File: src/rtl/bmdma_pkg.sv
package bmdma_pkg;

    localparam int PTR_W     = 32;
    localparam int OFF_W     = 3;
    localparam int RUN_BIT   = 0;
    localparam int DIR_BIT   = 3;

    localparam logic [OFF_W-1:0] OFF_CMD = 3'd0;
    localparam logic [OFF_W-1:0] OFF_STS = 3'd2;
    localparam logic [OFF_W-1:0] OFF_PTR = 3'd4;

    typedef enum logic [1:0] {
        SZ_BYTE = 2'd0,
        SZ_HALF = 2'd1,
        SZ_WORD = 2'd2,
        SZ_BAD  = 2'd3
    } acc_size_e;

    typedef enum logic [1:0] {
        RK_NONE = 2'd0,
        RK_CMD  = 2'd1,
        RK_STS  = 2'd2,
        RK_PTR  = 2'd3
    } reg_kind_e;

    typedef struct packed {
        reg_kind_e kind;
        logic      bad;
    } acc_dec_t;

    typedef struct packed {
        logic dir;
        logic run;
    } cmd_t;

    typedef struct packed {
        logic [1:0] cap;
        logic       intr;
        logic       fail;
        logic       act;
    } sts_t;

    localparam sts_t STS_RST = '{cap: 2'b11, intr: 1'b0, fail: 1'b0, act: 1'b0};

    function automatic acc_dec_t decode_off(logic [OFF_W-1:0] off, acc_size_e sz);
        acc_dec_t d;
        d.kind = RK_NONE;
        d.bad  = 1'b0;
        case (off)
            OFF_CMD: begin d.kind = RK_CMD; d.bad = (sz != SZ_BYTE); end
            OFF_STS: begin d.kind = RK_STS; d.bad = (sz != SZ_BYTE); end
            OFF_PTR: begin d.kind = RK_PTR; d.bad = (sz != SZ_WORD); end
            3'd1, 3'd3: d.kind = RK_NONE;
            default: d.bad = 1'b1;
        endcase
        if (sz == SZ_BAD) d.bad = 1'b1;
        if (d.bad) d.kind = RK_NONE;
        return d;
    endfunction

    function automatic logic [7:0] cmd_byte(cmd_t c);
        logic [7:0] b;
        b = 8'h00;
        b[RUN_BIT] = c.run;
        b[DIR_BIT] = c.dir;
        return b;
    endfunction

    function automatic logic [7:0] sts_byte(sts_t s);
        return {1'b0, s.cap, 2'b00, s.intr, s.fail, s.act};
    endfunction

endpackage

File: src/rtl/bmdma_decode.sv
module bmdma_decode
    import bmdma_pkg::*;
#(
    parameter int AW = 4,
    parameter int CW = 1
) (
    input  logic            wr_valid,
    input  logic            io_en,
    input  logic            bm_en,
    input  logic [AW-1:0]   wr_addr,
    input  acc_size_e       wr_size,
    output reg_kind_e       wr_kind,
    output logic [CW-1:0]   wr_ch,
    output logic            wr_bad
);

    acc_dec_t dec;
    logic     gate;

    always_comb begin
        dec     = decode_off(wr_addr[OFF_W-1:0], wr_size);
        gate    = wr_valid && io_en && bm_en;
        wr_kind = gate ? dec.kind : RK_NONE;
        wr_bad  = gate && dec.bad;
        wr_ch   = wr_addr[AW-1:OFF_W];
    end

endmodule

File: src/rtl/bmdma_chan.sv
module bmdma_chan
    import bmdma_pkg::*;
(
    input  logic              clk,
    input  logic              rst,
    input  logic              wr_cmd,
    input  logic              wr_sts,
    input  logic              wr_ptr,
    input  logic [PTR_W-1:0]  wr_data,
    input  logic              drive_in,
    input  logic              done_in,
    input  logic              fail_in,
    output cmd_t              cmd_q,
    output sts_t              sts_q,
    output logic [PTR_W-1:0]  ptr_q,
    output logic              go_q,
    output logic              stop_q,
    output logic              drv_q
);

    cmd_t             cmd_n;
    sts_t             sts_n;
    logic [PTR_W-1:0] ptr_n;
    logic             go_n;
    logic             stop_n;

    always_comb begin
        cmd_n  = cmd_q;
        sts_n  = sts_q;
        ptr_n  = ptr_q;
        go_n   = 1'b0;
        stop_n = 1'b0;

        if (wr_cmd) begin
            cmd_n.run = wr_data[RUN_BIT];
            cmd_n.dir = cmd_q.run ? cmd_q.dir : wr_data[DIR_BIT];
            if (!cmd_q.run && wr_data[RUN_BIT]) begin
                go_n      = 1'b1;
                sts_n.act = 1'b1;
            end
            if (cmd_q.run && !wr_data[RUN_BIT]) begin
                stop_n    = 1'b1;
                sts_n.act = 1'b0;
            end
        end

        if (wr_sts) begin
            sts_n.cap  = wr_data[6:5];
            sts_n.intr = sts_q.intr & ~wr_data[2];
            sts_n.fail = sts_q.fail & ~wr_data[1];
        end

        if (wr_ptr) begin
            ptr_n = {wr_data[PTR_W-1:2], 2'b00};
        end

        // completion is applied on top of any same-cycle write
        if (done_in) begin
            cmd_n.run  = 1'b0;
            sts_n.act  = 1'b0;
            sts_n.intr = 1'b1;
            if (fail_in) sts_n.fail = 1'b1;
        end
    end

    always_ff @(posedge clk) begin
        if (rst) begin
            cmd_q  <= '0;
            sts_q  <= STS_RST;
            ptr_q  <= '0;
            go_q   <= 1'b0;
            stop_q <= 1'b0;
            drv_q  <= 1'b0;
        end else begin
            cmd_q  <= cmd_n;
            sts_q  <= sts_n;
            ptr_q  <= ptr_n;
            go_q   <= go_n;
            stop_q <= stop_n;
            if (go_n || stop_n) drv_q <= drive_in;
        end
    end

endmodule

File: src/rtl/bmdma_rdmux.sv
module bmdma_rdmux #(
    parameter int NB = 16,
    parameter int AW = 4
) (
    input  logic [NB*8-1:0] img,
    input  logic [AW-1:0]   rd_addr,
    output logic [31:0]     rd_data
);

    localparam logic [AW:0] NB_L = (AW+1)'(NB);

    for (genvar k = 0; k < 4; k++) begin : g_lane
        logic [AW:0] idx;
        assign idx = {1'b0, rd_addr} + (AW+1)'(k);
        assign rd_data[k*8 +: 8] = (idx < NB_L) ? img[{idx, 3'b000} +: 8] : 8'h00;
    end

endmodule

File: src/rtl/bmdma_regfile.sv
module bmdma_regfile
    import bmdma_pkg::*;
#(
    parameter int N_CH = 2
) (
    input  logic                      clk,
    input  logic                      rst,
    input  logic                      io_en,
    input  logic                      bm_en,
    input  logic                      wr_valid,
    input  logic [$clog2(N_CH)+2:0]   wr_addr,
    input  logic [1:0]                wr_size,
    input  logic [31:0]               wr_data,
    input  logic [$clog2(N_CH)+2:0]   rd_addr,
    output logic [31:0]               rd_data,
    input  logic [N_CH-1:0]           drive_sel,
    input  logic [N_CH-1:0]           xfer_done,
    input  logic [N_CH-1:0]           xfer_fail,
    output logic                      start_pulse,
    output logic [$clog2(N_CH)-1:0]   start_chan,
    output logic                      start_drive,
    output logic [31:0]               start_ptr,
    output logic                      abort_pulse,
    output logic [$clog2(N_CH)-1:0]   abort_chan,
    output logic                      abort_drive,
    output logic                      acc_err,
    output logic                      irq
);

    localparam int CW = $clog2(N_CH);
    localparam int AW = CW + OFF_W;
    localparam int NB = N_CH * 8;

    reg_kind_e        wr_kind;
    logic [CW-1:0]    wr_ch;
    logic             wr_bad;

    cmd_t             cmd_q [N_CH];
    sts_t             sts_q [N_CH];
    logic [PTR_W-1:0] ptr_q [N_CH];
    logic [N_CH-1:0]  go_q;
    logic [N_CH-1:0]  stop_q;
    logic [N_CH-1:0]  drv_q;
    logic [NB*8-1:0]  img;

    bmdma_decode #(.AW(AW), .CW(CW)) u_dec (
        .wr_valid (wr_valid),
        .io_en    (io_en),
        .bm_en    (bm_en),
        .wr_addr  (wr_addr),
        .wr_size  (acc_size_e'(wr_size)),
        .wr_kind  (wr_kind),
        .wr_ch    (wr_ch),
        .wr_bad   (wr_bad)
    );

    for (genvar c = 0; c < N_CH; c++) begin : g_ch
        logic hit;
        assign hit = (wr_ch == CW'(c));

        bmdma_chan u_chan (
            .clk      (clk),
            .rst      (rst),
            .wr_cmd   (hit && wr_kind == RK_CMD),
            .wr_sts   (hit && wr_kind == RK_STS),
            .wr_ptr   (hit && wr_kind == RK_PTR),
            .wr_data  (wr_data),
            .drive_in (drive_sel[c]),
            .done_in  (xfer_done[c]),
            .fail_in  (xfer_fail[c]),
            .cmd_q    (cmd_q[c]),
            .sts_q    (sts_q[c]),
            .ptr_q    (ptr_q[c]),
            .go_q     (go_q[c]),
            .stop_q   (stop_q[c]),
            .drv_q    (drv_q[c])
        );

        assign img[(c*8+0)*8 +: 8]  = cmd_byte(cmd_q[c]);
        assign img[(c*8+1)*8 +: 8]  = 8'h00;
        assign img[(c*8+2)*8 +: 8]  = sts_byte(sts_q[c]);
        assign img[(c*8+3)*8 +: 8]  = 8'h00;
        assign img[(c*8+4)*8 +: 32] = ptr_q[c];
    end

    bmdma_rdmux #(.NB(NB), .AW(AW)) u_rd (
        .img     (img),
        .rd_addr (rd_addr),
        .rd_data (rd_data)
    );

    always_comb begin
        start_pulse = 1'b0;
        start_chan  = '0;
        start_drive = 1'b0;
        start_ptr   = '0;
        abort_pulse = 1'b0;
        abort_chan  = '0;
        abort_drive = 1'b0;
        irq         = 1'b0;
        for (int c = 0; c < N_CH; c++) begin
            irq = irq | sts_q[c].intr;
            if (go_q[c]) begin
                start_pulse = 1'b1;
                start_chan  = CW'(c);
                start_drive = drv_q[c];
                start_ptr   = ptr_q[c];
            end
            if (stop_q[c]) begin
                abort_pulse = 1'b1;
                abort_chan  = CW'(c);
                abort_drive = drv_q[c];
            end
        end
    end

    always_ff @(posedge clk) begin
        if (rst) acc_err <= 1'b0;
        else     acc_err <= wr_bad;
    end

endmodule

File: config.mk
export PLATFORM = sky130hd
export DESIGN_NAME = bmdma_regfile
export DESIGN_NICKNAME = d
export VERILOG_FILES = /design/src/rtl/bmdma_pkg.sv /design/src/rtl/bmdma_decode.sv /design/src/rtl/bmdma_chan.sv /design/src/rtl/bmdma_rdmux.sv /design/src/rtl/bmdma_regfile.sv
export SDC_FILE = /design/constraint.sdc
export NUM_CORES = 1
export LEC_CHECK = 0
export BUFFER_PORTS_ARGS = -buffer_cell sky130_fd_sc_hd__buf_4
export CORE_UTILIZATION = 59
export CTS_CLUSTER_SIZE = 16
export DETAILED_ROUTE_END_ITERATION = 7
export PLACE_DENSITY_LB_ADDON = 0.15
export SYNTH_ARGS = -nofsm -noshare
export SYNTH_HDL_FRONTEND = slang
export SYNTH_SLANG_ARGS = --single-unit
File: constraint.sdc
create_clock -name clk -period 4.6 [get_ports clk]
set_input_delay 0.23 -clock clk [delete_from_list [all_inputs] [get_ports clk]]
set_output_delay 0.23 -clock clk [all_outputs]
set_load 0.03 [all_outputs]
# [Word-level counts from Yosys, hierarchy flattened]
# Index checks and enable logic that the tools add are counted.
[totals] wordCells=124 input_bits=53 ff_bits=81 out_inout_bits=72
[op_classes] reduce_logical=32 n_addsub=3 n_lt_le_gt_ge=4 shift=4 n_mux=41 n_bitwise=10 eq_ne=9
[op_table] operator="128-bit by 9-bit indexed part select with 8-bit output" count=3
[op_table] operator="128-bit by 8-bit indexed part select with 8-bit output" count=1
[op_table] operator="32-bit two-way mux" count=2
[op_table] operator="8-bit two-way mux" count=4
[op_table] operator="1-bit two-way mux" count=27
[op_table] operator="5-bit < comparator, second input constant" count=3
[op_table] operator="1-bit logical AND" count=13
[op_table] operator="4-bit by 2-bit adder with 5-bit output, second input constant" count=2
[op_table] operator="2-bit nonzero test" count=5
[op_table] operator="2-bit two-way mux" count=4
[op_table] operator="2-bit AND reduction" count=4
[op_table] operator="2-bit OR reduction" count=4
[op_table] operator="2-bit == test, second input constant" count=3
[op_table] operator="3-bit by 2-bit == test with 1-bit output, second input constant" count=2
[op_table] operator="3-bit two-way mux" count=2
[op_table] operator="2-bit case mux with 3 select lines" count=1
[op_table] operator="4-bit by 1-bit adder with 5-bit output, second input constant" count=1
[op_table] operator="4-bit by 5-bit < comparator with 1-bit output, second input constant" count=1
[op_table] operator="1-bit NOT" count=5
[op_table] operator="1-bit bitwise AND" count=4
[op_table] operator="3-bit by 1-bit == test with 1-bit output, second input constant" count=1
[op_table] operator="3-bit == test, second input constant" count=1
[op_table] operator="1-bit logical NOT" count=3
[op_table] operator="3-bit logical NOT" count=1
[op_table] operator="5 further kinds" count=6

# [Logic depth before layout (Yosys ltp)]
# Gate-level depths: netlist of the first run.
[depth] depth_word=11 depth_mapped=7 depth_no_buf=5

# [Cells and area by module]
# From an unflattened synthesis of the first run, not the netlist that was laid out.
[hier_totals] cells_unflattened=675 area_unflattened_um2=6839.1
[by_module_without_submodules] module="bmdma_rdmux" seq_area_each_um2=0.0 n_inst=1 area_each_um2=3350.7 cells_per_inst=324
[by_module_without_submodules] module="bmdma_chan" seq_area_each_um2=800.8 n_inst=2 area_each_um2=1462.7 cells_per_inst=138
[by_module_without_submodules] module="bmdma_regfile" seq_area_each_um2=20.0 n_inst=1 area_each_um2=479.2 cells_per_inst=61
[by_module_without_submodules] module="bmdma_decode" seq_area_each_um2=0.0 n_inst=1 area_each_um2=83.8 cells_per_inst=14

# [Worst setup path after synthesis of the first run]
# OpenSTA, ideal clock, no wires.
[synth_timing] path_type="in2out" from="in rd_addr[3]" to="out rd_data[25]" path_stages=5 path_slack_ps=2373 t_required_ps=4370 path_buffers=3 t_arrival_ps=1997 cell_sequence="buf_2 buf_1 clkbuf_1 o211ai_1 a211oi_1"
[synth_via] elab_chain_cells=3 elab_cells_between_ends=4 cone_classes="add/sub: 1; order compare: 1; shift: 1; mux: 1"
[synth_rtl] element="start: declaration" line_no="bmdma_regfile.sv:14" rtl="input logic [$clog2(N_CH)+2:0] rd_addr,"
[synth_rtl] element="4-bit by 2-bit adder with 5-bit output (*)" line_no="bmdma_rdmux.sv:14" rtl="assign idx = {1'b0, rd_addr} + (AW+1)'(k);"
[synth_rtl] element="128-bit by 9-bit indexed part select with 8-bit output / 5-bit < comparator (equally long branches)" line_no="bmdma_rdmux.sv:15" rtl="assign rd_data[k*8 +: 8] = (idx < NB_L) ? img[{idx, 3'b000} +: 8] : 8'h00;"
[synth_rtl] element="8-bit two-way mux (*)" line_no="bmdma_rdmux.sv:15"
[synth_rtl] element="end: declaration" line_no="bmdma_regfile.sv:15" rtl="output logic [31:0] rd_data,"
# Mark *: on every way between the ends. The rest lies on a longest branch, timed or not.

# [Final worst setup path of the first run]
[layout_timing] from="in rd_addr[3]" to="out rd_data[15]"
[layout_via] elab_chain_cells=3 elab_cells_between_ends=4 cone_classes="add/sub: 1; order compare: 1; shift: 1; mux: 1"
[layout_rtl] element="4-bit by 1-bit adder with 5-bit output (*)" line_no="bmdma_rdmux.sv:14"
[layout_rtl] element="128-bit by 9-bit indexed part select with 8-bit output / 5-bit < comparator (equally long branches)" line_no="bmdma_rdmux.sv:15"
[layout_rtl] element="8-bit two-way mux (*)" line_no="bmdma_rdmux.sv:15"
# Marks and branches as above.

==> results of run 1 <==
[sequential cells by signal, summed over array words and instances (netlist names)]
register,count
g_ch.u_chan.stop_q,2
g_ch.u_chan.sts_q,10
g_ch.u_chan.cmd_q,4
g_ch.u_chan.ptr_q,60
acc_err,1
g_ch.u_chan.go_q,2
g_ch.u_chan.drv_q,2
[where the power goes]
group          internal (mW)  switching (mW)
registers              0.704         0.00460
clock network          0.251           0.282
logic                 0.0888           0.148
[worst reg2reg max path: stages, from the launching register on]
cell and delay [ns]:
dfxtp_1 0.53, ha_1 0.27, nor2_1 0.06, o41ai_1 0.32, a21oi_1 0.11
[worst paths after layout]
kind | startpoint | endpoint
worst max register to register | g_ch[1].u_chan.cmd_q[0] | g_ch[1].u_chan.drv_q
worst max-delay path | rd_addr[3] | rd_data[15]
worst min-delay path | wr_data[1] | g_ch[1].u_chan.sts_q[1]
worst min register to register | g_ch[0].u_chan.ptr_q[15] | g_ch[0].u_chan.ptr_q[15]
[logic make-up (layout without fill, tap and decap cells)]
family / Yosys count / after routing
AO/OA/AOI/OAI: 222 / 222
multiplexers: 55 / 55
AND/OR/NAND/NOR: 281 / 281
adder cells (fa/ha/maj): 4 / 4
other: 1 / 2
buffers and inverters: 76 / 156
flip-flops: 81 / 81
[metal layers]
layer	track usage (%)	part of all wire [%]
met1	51.8	41
met2	60.2	46
met3	6.56	10
met4	19.9	2.9
met5	0	0
[final cells by class]
class | instances | share of cell area, %
flip-flops and latches | 81 | 25.8
inverters | 12 | 0.717
multi-input cells | 564 | 53.0
well taps | 108 | 2.15
repair buffers | 128 | 15.3
clock inverters | 5 | 0.896
clock buffers | 11 | 2.09
[cell usage in the layout (no fill, tap or decap), types with 10 or more instances in the layout]
master    Yosys  layout
o21ai_0      37      37
a22o_1       10      10
mux2i_1      34      34
nor2_1       28      28
mux2_2       11      11
a31oi_1      10      10
dfxtp_1      81      80
nand2_1     208     208
a21oi_1      77      77
buf_4         2     128
a221oi_1     17      17
[metrics by stage]
stage	power, mW	area (µm²)	hold WS [ns]
4_1_cts	1.47	6290	0.0566
6_report	1.48	6290	0.0587
3_3_place_gp	0.951	6100	0.436
2_1_floorplan	0.869	5250	0.303
5_1_grt	1.52	6290	0.0603
3_5_place_dp	0.956	6100	0.441
==> results summary, run 1 <==
The flow ran to the end, and the final reports show no timing, DRC or antenna violations. The share of cells above drive strength 1 is 21.7%. The overflow left after global routing is 0. The detail route stage leaves a number of antenna-violating nets equal to 0. The total area inside the core boundary comes to 0.00868 mm². The synthesized design contains 81 register bits. The number of nets at the end of the flow is 853. The remaining routing DRC violations came out at 0.

Of all nets on the critical path, the largest fanout is 52. The power density normalized to cell area came out at 235 mW/mm². The post-layout minimum cycle time is 2.62 ns.

The part of the Yosys area used for sequential elements is 30.9%. The via-per-instance ratio came out at 6.42. The headroom to the max-slew limit is 25.4%.

The buffer and inverter count on the worst path came out at 3. The critical path's top delay family is buffers and inverters. The top flip-flop cell by instance count after synthesis is dfxtp_1. The analysis attributes to cell leakage a power of 2.36 nW. The finished layout holds 909 standard cells, fillers aside. After clock tree synthesis, the clock-pin slew on the worst setup and hold paths is 0.08 ns. In this run the worst hold path is classified as input pin to register. Setup violations remaining at the end of the flow were counted as 0. The quantity of hold-fixing buffers added after cts came out at 0. Of all flip-flops after synthesis, the portion carrying an async set or reset was 0%. Including well taps, the total number of placed cells is 893. 125 I/O pins were placed. The critical path required time came out at 4.37 ns. The mux share of post-synthesis cell area is 12.7%. By area, the combinational part of the netlist is dominated by compound AO/OA/AOI/OAI gates. The top-area cell type share of the netlist area is 30.9%.

Among all stages on the critical path, the largest delay is contributed by clkinv_1. Along the worst hold path, the cell count comes to 2. The final worst setup slack is 1.98 ns. The clock net in this run drives a total of 81 sinks. At the worst endpoint, the arrival time is 2.39 ns. Synthesis instantiated 61 different standard cells from the library. The buffer levels on the longest clock path is 2. The port buffer count is 122. Counting stages on the worst path, the most repeated cell is buf_4.

The worst-case vdd ir drop came out at 0.000182 V. Of all cell types, the one taking the most synthesized area is dfxtp_1. The count of warnings emitted by yosys came out at 0. In this run the clock root is driven by a clkbuf_8. Counting instances in the post-synthesis netlist gives the leading cell types as nand2_1 (208), dfxtp_1 (81), a21oi_1 (77). The number of global-route vias before repair is 5,290.

The area used by sequential logic in the layout came out at 0.00162 mm². Fill cells in the final layout number 731. The detailed router finished its first iteration with 592 violations. The number of CTS-inserted buffers came out at 9.

The wire length of the first global-routing pass is 27,000 µm. The die is 96.3 µm wide. Sorting the synthesized cells by area gives the leading types as dfxtp_1 (31%), nand2_1 (15%), a21oi_1 (7.4%), mux2i_1 (6.5%), clkbuf_1 (3.7%). The overall track demand over capacity in global routing is 38.9%. The hold violation count in the final report was 0. The area share of fa/ha/maj cells after synthesis came out at 0.955%.

After synthesis, the mean cell area works out to 7.28 µm². The post-synthesis instance area came out at 0.00524 mm². The period utilization came out at 57.0%. The number of standard cells after synthesis is 720. The full die area is 0.00927 mm².

The multi-input combinational cell area came out at 0.00333 mm². The final RePlAce weighted congestion is 0.944. Detailed placement finished with a half-perimeter wire length of 11,900 µm. For this run, the slowest stage of the critical path takes 0.68 ns. Setup repair after global routing left no endpoint under its margin.

The count of flip-flops with a built-in enable after synthesis is 0. The layout overhead on the synthesized area is 19.9%. Traced cell by cell, the critical path runs through buf_4 -> clkinv_1 -> a221oi_1 -> nor2_1 -> a22o_1 -> buf_4.

The critical path is of the input pin to output port type. After Yosys synthesis, and, or, nand and nor cells account for 22.7% of the synthesized area. The number of levels in the clock H-tree is 3. For this run, the detailed router's first-pass iteration total came to 7.

The routed wire length came out at 17,600 µm. The most common cell in the synthesized netlist is nand2_1. Setup slack on the worst reg-to-reg path comes out at 3.17 ns. The diode insertion count for antenna repair came out at 0.

Summing over every cut layer, the via total after detailed routing is 5,837. The worst-case clock skew came out at 0.0114 ns. The clock insertion delay at the later pin of the skew report came out at 0.37 ns. The initial antenna violation count was 0. The final cell utilization of the core came out at 72.4%. The number of setup buffers added after CTS came out at 0. The final total negative setup slack is 0 ns. The depth of the worst register-to-register path is 4. The number of pins with negative max-slew slack in the final report is 0.

The complex-gate fraction of the synthesized area is 26.8%. After detailed routing, the average wire length per cell comes to 19.4 µm. The starting density of the core came out at 60.4%. The number of violations of the max-capacitance limit came out at 0. The total number of cells along the worst setup path is 6. The number of gates given a new drive strength after cts is 0. The critical path startpoint category is an input pin. After Yosys synthesis, XOR and XNOR cells account for 0% of the synthesized area.

Timing analysis after detailed placement gives a worst setup slack of 2.06 ns. TritonCTS built the clock tree. Timing would allow up to 382 MHz. The actual slew at the worst max-slew pin came out at 1.12 ns. The pin count of the biggest net entering global routing came out at 83. Measured along the y axis, the die boundary spans 96.3 µm. The initialized floorplan defines 34 standard-cell rows. STA classifies the critical path endpoint as an output port.
Power figures use the tool's default switching activity.
==> run 2, diff against run 1 <==
--- a/config.mk
+++ b/config.mk
@@ -6,7 +6,7 @@
 export NUM_CORES = 1
 export LEC_CHECK = 0
 export BUFFER_PORTS_ARGS = -buffer_cell sky130_fd_sc_hd__buf_4
-export CORE_UTILIZATION = 59
+export CORE_UTILIZATION = 49
 export CTS_CLUSTER_SIZE = 16
 export DETAILED_ROUTE_END_ITERATION = 7
 export PLACE_DENSITY_LB_ADDON = 0.15
==> constraint.sdc (replaced) <==
create_clock -name clk -period 2.4 [get_ports clk]
set_input_delay 0.12 -clock clk [delete_from_list [all_inputs] [get_ports clk]]
set_output_delay 0.12 -clock clk [all_outputs]
set_load 0.03 [all_outputs]
==> run 2 against run 1 <==
Effect of this change: flip-flop and latch count stayed put; critical path depth is 1 lower; non-clock buffer count is 23 higher; worst hold slack worse by 0.054 ns; critical path type is now register to output port.
==> results summary, run 2 (synthesis results as in run 1) <==
The run finished with clean final reports. Tracing the worst setup path back leads to its startpoint at g_ch[1].u_chan.ptr_q[8]. The root buffer cell chosen for the clock tree is clkbuf_8.

In the layout the commonest cells are nand2_1 (208), buf_4 (138), dfxtp_1 (80). The first global-routing pass estimated 28,200 µm of wire. The clock insertion delay at the later pin of the skew report came out at 0.36 ns. The diode insertion count for antenna repair is 0. The buffer levels on the longest clock path is 2.

On the worst path, the slowest cell contributes a delay of 0.48 ns. The total setup violations reported at the end of the flow came out at 0. The arrival time reported for the critical path endpoint came out at 1.90 ns.

The pin count of the biggest net entering global routing is 54. The worst-case clock skew came out at 0.0117 ns. The hold violation count in the final report came out at 0. The via-per-instance ratio is 6.17. In this run the most used layer during global routing was met2. The worst hold path belongs to the class input pin to register. Walking the worst path, the cells encountered are mux2i_1 -> o21ai_1 -> a221oi_1 -> o31ai_1 -> buf_4. Of the cells placed in the final design, the portion with a size suffix greater than 1 is 23.2%. The final layout contains 876 nets. The layout overhead on the synthesized area came out at 25.5%.

The met1 track demand over resource is 45.5%. The count of TritonRoute iterations in the first routing pass came out at 5. The global routing usage on met2 came out at 51.1%. After floorplanning, the core was divided into 37 placement rows. Clock-pin slew was measured on the worst setup and hold paths at 0.10 ns. Routability-driven placement finished with a final weighted congestion of 0.924. The initial antenna violation count came to 0. The number of CTS-inserted buffers is 9. Including well taps, the total number of placed cells is 936. The number of violations of the max-capacitance limit came out at 0. The critical path required time is 2.28 ns.

The source of the worst register-to-register timing path is g_ch[1].u_chan.cmd_q[0]. The total design power is 2.85 mW. The maximum fanout count along the critical path came out at 5. The most common cell after layout, fill and taps aside is nand2_1. The largest registers in the layout are g_ch.u_chan.ptr_q (60), g_ch.u_chan.sts_q (10), g_ch.u_chan.cmd_q (4). The flip-flop count of the largest register, all copies and words added is 60. The final cell area excluding filler cells is 0.00658 mm². The register with the most flip-flops in the final layout is g_ch.u_chan.ptr_q.

Once detailed placement completed, the half-perimeter wirelength came to 13,100 µm. After floorplanning, the core was sized to cover 0.0104 mm². The iteration-0 DRC count of the detailed router is 661. Setup repair after global routing left no endpoint under its margin. For this run the aggregate overflow at the end of global routing stands at 0.

The actual slew at the worst max-slew pin is 0.692 ns. The number of standard cells in the layout, taps in and fillers out is 960. The category of the worst setup path capture point is an output port. The worst-case vdd ir drop is 0.000323 V.

The total number of vias is 5,924. The final total negative setup slack came out at 0 ns. The number of pins with negative max-slew slack in the final report came out at 0.

In this run the tightest slew margin relative to its limit is 53.5%. The per-cell routed wire length came out at 19.0 µm. Buffers placed on the I/O ports in this run total 122.

The origin of the worst min-delay path is wr_data[23]. The TritonCTS clock tree is done. In this design, the largest share of critical-path delay is due to compound AO/OA/AOI/OAI gates. The largest individual stage delay along the critical path comes from the cell dfxtp_1. The period utilization is 84.3%. The critical path in this run is classified as register to output port. The routed wire length is 18,300 µm.

The met3 routing resource usage after global routing is 4.58%. The leakage power figure is 2.49 nW. The overall track demand over capacity in global routing is 32.5%.

Static timing analysis puts the maximum clock frequency at 494 MHz. The number of gates given a new drive strength after cts came out at 0. For this run, design rule violations remaining after detail routing come to 0. The number of nets with antenna violations after routing is 0. The top-level I/O count came out at 125. The number of levels in the clock H-tree is 3. The die span in x is 105 µm. The number of setup buffers added after CTS is 0. The number of global-route vias before repair is 5,147. The post-layout minimum cycle time is 2.02 ns.

The height of the die is 105 µm. The clock sink count is 81. Summing all placed instances gives a cell area of 0.00631 mm². The critical path startpoint category is a register. The full die area is 0.0111 mm².

The power density normalized to cell area is 433 mW/mm². For this configuration, the core starts out at a cell density of 50.6%. The buffer and inverter count on the worst path came out at 1.
-- run 2: power by group --
| group | internal (mW) | leakage [nW] | switching [mW] | total [mW] |
|---|---|---|---|---|
| combinational | 0.193 | 1.74 | 0.292 | 0.485 |
| sequential | 1.35 | 0.654 | 0.00885 | 1.36 |
| clock | 0.427 | 0.0998 | 0.577 | 1.00 |
| total | 1.97 | 2.49 | 0.878 | 2.85 |
-- run 2: final cells by class --
type	count	area [µm²]
Fill cell	941	3790
Timing Repair Buffer	151	1220
Tap cell	136	170
Clock buffer	10	138
Inverter	12	45.0
Clock inverter	6	55.1
Sequential cell	81	1620
Multi-Input combinational cell	564	3330
-- run 2: through the flow --
stage          worst slack, ns  hold WS [ns]  util [%]
2_1_floorplan            0.393         0.193         -
3_3_place_gp             0.501         0.329      60.8
3_5_place_dp             0.455         0.333      60.8
4_1_cts                  0.425      0.000760      63.5
5_1_grt                  0.317      0.000464      63.5
6_report                 0.376       0.00473      63.5
-- run 2: timing repair --
action	in CTS	in global routing
hold buffers	8	0
hold endpoints to repair	13	0
endpoints found under the setup margin	0	0
-- run 2: worst reg2reg max path: stages, from the launching register on --
cell and delay [ns]:
dfxtp_1 0.54, ha_1 0.27, nor2_1 0.06, o41ai_1 0.31, a21oi_1 0.11
-- run 2: worst paths after layout --
check	end	slack [ns]	depth (start not counted)
hold / removal	g_ch[1].u_chan.ptr_q[23]	0.005	3
setup / recovery	rd_data[24]	0.38	5
setup reg to reg	g_ch[1].u_chan.drv_q	1.00	4
hold reg to reg	g_ch[0].u_chan.ptr_q[19]	0.48	2
-- run 2: per-layer routing --
metal / wire [µm] / vias up
li1: - / 2759
met1: 7520 / 2786
met2: 8590 / 343
met3: 1720 / 36
met4: 457 / 0
met5: 0 / -
==> run 3, diff against run 2 <==
--- a/config.mk
+++ b/config.mk
@@ -6,7 +6,7 @@
 export NUM_CORES = 1
 export LEC_CHECK = 0
 export BUFFER_PORTS_ARGS = -buffer_cell sky130_fd_sc_hd__buf_4
-export CORE_UTILIZATION = 49
+export CORE_UTILIZATION = 55
 export CTS_CLUSTER_SIZE = 16
 export DETAILED_ROUTE_END_ITERATION = 7
 export PLACE_DENSITY_LB_ADDON = 0.15
==> constraint.sdc (replaced) <==
create_clock -name clk -period 2.1 [get_ports clk]
set_input_delay 0.105 -clock clk [delete_from_list [all_inputs] [get_ports clk]]
set_output_delay 0.105 -clock clk [all_outputs]
set_load 0.03 [all_outputs]
==> run 3 against run 2 <==
Effect of this change: clock skew hardly changed; sequential power is 14% higher; register-to-register slack worse by 0.31 ns; largest power group unchanged; the flow now finishes with violations (hold timing); die area is 11% lower; highest routed layer unchanged; core utilization is 9.9 points higher.
==> results summary, run 3 (synthesis results as in run 1) <==
Cells with a size suffix above 1 make up 23.4% of the layout. The port buffer count came out at 122. The number of clock buffers added by TritonCTS is 9. The post-route worst hold slack came out at -0.00549 ns.

The slowest stage of the critical path is the dfxtp_1 cell. The type of the setup path with the least slack is register to output port. The pre-antenna-repair detailed-routing pass consisted of 5 iterations. The overall track demand over capacity in global routing came out at 39.0%. For the worst-skew pair, the clock arrives at the later sink with an insertion delay of 0.37 ns. The final cell utilization of the core came out at 73.3%. TritonCTS built the clock tree. The buffer and inverter count on the worst path came out at 1. The wire-length estimate of the detail-placed layout is 13,600 µm. The overflow left after global routing is 0. The remaining routing DRC violations is 0. On the critical path the largest part of the delay comes from compound AO/OA/AOI/OAI gates.

For this run, the top clock speed supported by timing is 479 MHz. STA classifies the critical path endpoint as an output port. The register-to-register setup slack is 0.69 ns. The arrival time reported for the critical path endpoint is 1.98 ns.

The worst-case vdd ir drop is 0.000345 V. The worst-case clock skew came out at 0.0113 ns. Dividing the detail-routed wire length by the instance count gives 19.6 µm. Leaving out fill and tap cells, the most frequent cells in the layout are nand2_1 (208), buf_4 (150), dfxtp_1 (80). The depth of the worst hold-timing path came out at 3. In the final layout, the registers with the most flip-flops are g_ch.u_chan.ptr_q (60), g_ch.u_chan.sts_q (10), g_ch.u_chan.cmd_q (4). The headroom to the max-slew limit came out at 59.0%. In this run the critical register-to-register path is launched from g_ch[1].u_chan.cmd_q[0]. The floorplan step set the die height to 99.6 µm. The most common cell after layout, fill and taps aside is nand2_1. The period utilization came out at 99.4%. The top-level I/O count is 125.

The clock transition at the registers of the reported paths came out at 0.09 ns. The number of setup buffers added after CTS is 0. g_ch.u_chan.ptr_q holds more flip-flops than any other register. The iteration-0 DRC count of the detailed router came out at 541. The critical path required time is 2.00 ns. For this run, the post-layout net count is 902.

The run finished, with violations left. The flip-flop count of the largest register, all copies and words added came out at 60. The worst hold path belongs to the class input pin to register.

Compared with the post-synthesis result, the final layout area differs by 29.3%. The number of cells on the worst reg-to-reg path is 4. The buffer levels on the longest clock path is 2.

The first global-routing pass estimated 29,900 µm of wire. Once detail routing completed, the nets flagged for antenna violations numbered 0. The core region area is 0.00924 mm².

The tree is rooted in a clkbuf_8. At the end of routability-driven placement, the weighted congestion stood at 0.962. The repair_antennas step left the layout with diodes totalling 0. The total setup violations reported at the end of the flow is 0. The starting density of the core came out at 56.7%. The leakage power figure is 2.59 nW. The via-per-instance ratio is 6.29.

Along the worst path, the maximum fanout reaches 9. The startpoint identified for the worst hold timing path is wr_data[12]. The worst setup path is launched from a register. The final total negative setup slack came out at 0 ns. For the pin with the worst max-slew slack, the measured transition is 0.612 ns.

The tool flagged a number of max-cap violations equal to 0. The filler cells instantiated in the layout total 718. The die span in x came out at 99.6 µm. CTS saw 81 sinks. The floorplan step defined a die boundary enclosing 0.00993 mm².

The pin count of the biggest net entering global routing came out at 46. The routed wire length came out at 19,200 µm. Traced cell by cell, the critical path runs through nand2b_1 -> a21oi_1 -> o21ai_1 -> a221oi_1 -> buf_4.

Row generation in the floorplan step produced 35 rows. The maximum single-stage delay on the critical path came out at 0.54 ns. Setup repair after global routing left no endpoint under its margin. The number of pins with negative max-slew slack in the final report came out at 0. In this run, post-CTS repair resized a total of 0 instances. The post-layout minimum cycle time came out at 2.09 ns.

The number of levels in the clock H-tree is 3. In this run the critical register-to-register path is captured at g_ch[1].u_chan.drv_q. The hold violation count in the final report came out at 2. The initial antenna violation count is 0. The checks that failed: hold timing. The number of global-route vias before repair is 5,745. The power density normalized to cell area came out at 498 mW/mm².

The worst hold path terminates at g_ch[1].u_chan.ptr_q[12]. The routed layout has 6,159 vias.
-- run 3: changes by cell type in the layout (fill, tap and decap cells not counted) --
| cell | delta |
|---|---|
| buf_4 | +12 |
| clkbuf_8 | -1 |
| clkinv_4 | -2 |
| bufinv_16 | +1 |
| buf_12 | -4 |
| clkinvlp_4 | +2 |
| dlygate4sd3_1 | +18 |
-- run 3: layout make-up --
cell class	count	area, µm²	share of cell area (%)
clock inverters	7	82.6	1.22
well taps	129	161	2.38
clock buffers	9	124	1.83
flip-flops and latches	81	1620	23.9
repair buffers	177	1410	20.8
inverters	12	45.0	0.665
multi-input cells	564	3330	49.2
-- run 3: where the power goes --
part,internal (mW),switching [mW]
Sequential,1.54,0.00917
Clock,0.571,0.661
Combinational,0.248,0.346
-- run 3: through the flow --
stage	instance area (µm²)	std cells	total power [mW]	setup slack, ns	hold slack, ns
6_report	6780	979	3.38	0.0135	-0.00549
5_1_grt	6780	979	3.47	0.0409	0.00877
4_1_cts	6780	979	3.36	0.130	0.00181
3_5_place_dp	6310	937	2.13	0.331	0.318
3_3_place_gp	6310	937	2.12	0.369	0.313
2_1_floorplan	5250	721	1.90	0.123	0.178
-- run 3: worst register-to-register path, cell delays in order (launching register included) --
cell and delay (ns):
dfxtp_1 0.54, ha_1 0.27, nor2_1 0.07, o41ai_1 0.30, a21oi_1 0.11
-- run 3: layer usage --
| metal | track usage, % | vias up | routed length, µm |
|---|---|---|---|
| met5 | 0 | - | 0 |
| met3 | 5.83 | 72 | 1940 |
| met2 | 62.5 | 404 | 8990 |
| li1 | - | 2817 | - |
| met4 | 20.9 | 0 | 824 |
| met1 | 50.7 | 2866 | 7470 |
-- run 3: worst max path at each step --
| stage | from | cells after the start | end |
|---|---|---|---|
| after global placement | rd_addr[0] | 7 | rd_data[16] |
| after global routing | g_ch[1].u_chan.cmd_q[0] | 5 | rd_data[16] |
| final | g_ch[1].u_chan.cmd_q[0] | 5 | rd_data[16] |
| after floorplan | rd_addr[3] | 5 | rd_data[25] |
| after CTS | g_ch[1].u_chan.cmd_q[0] | 5 | rd_data[16] |
| after detailed placement | rd_addr[0] | 7 | rd_data[27] |
-- run 3: repair_timing --
| action | CTS | global route |
|---|---|---|
| hold buffers | 26 | 0 |
| endpoints found under the hold margin | 36 | 0 |
| setup endpoints to repair | 0 | 0 |
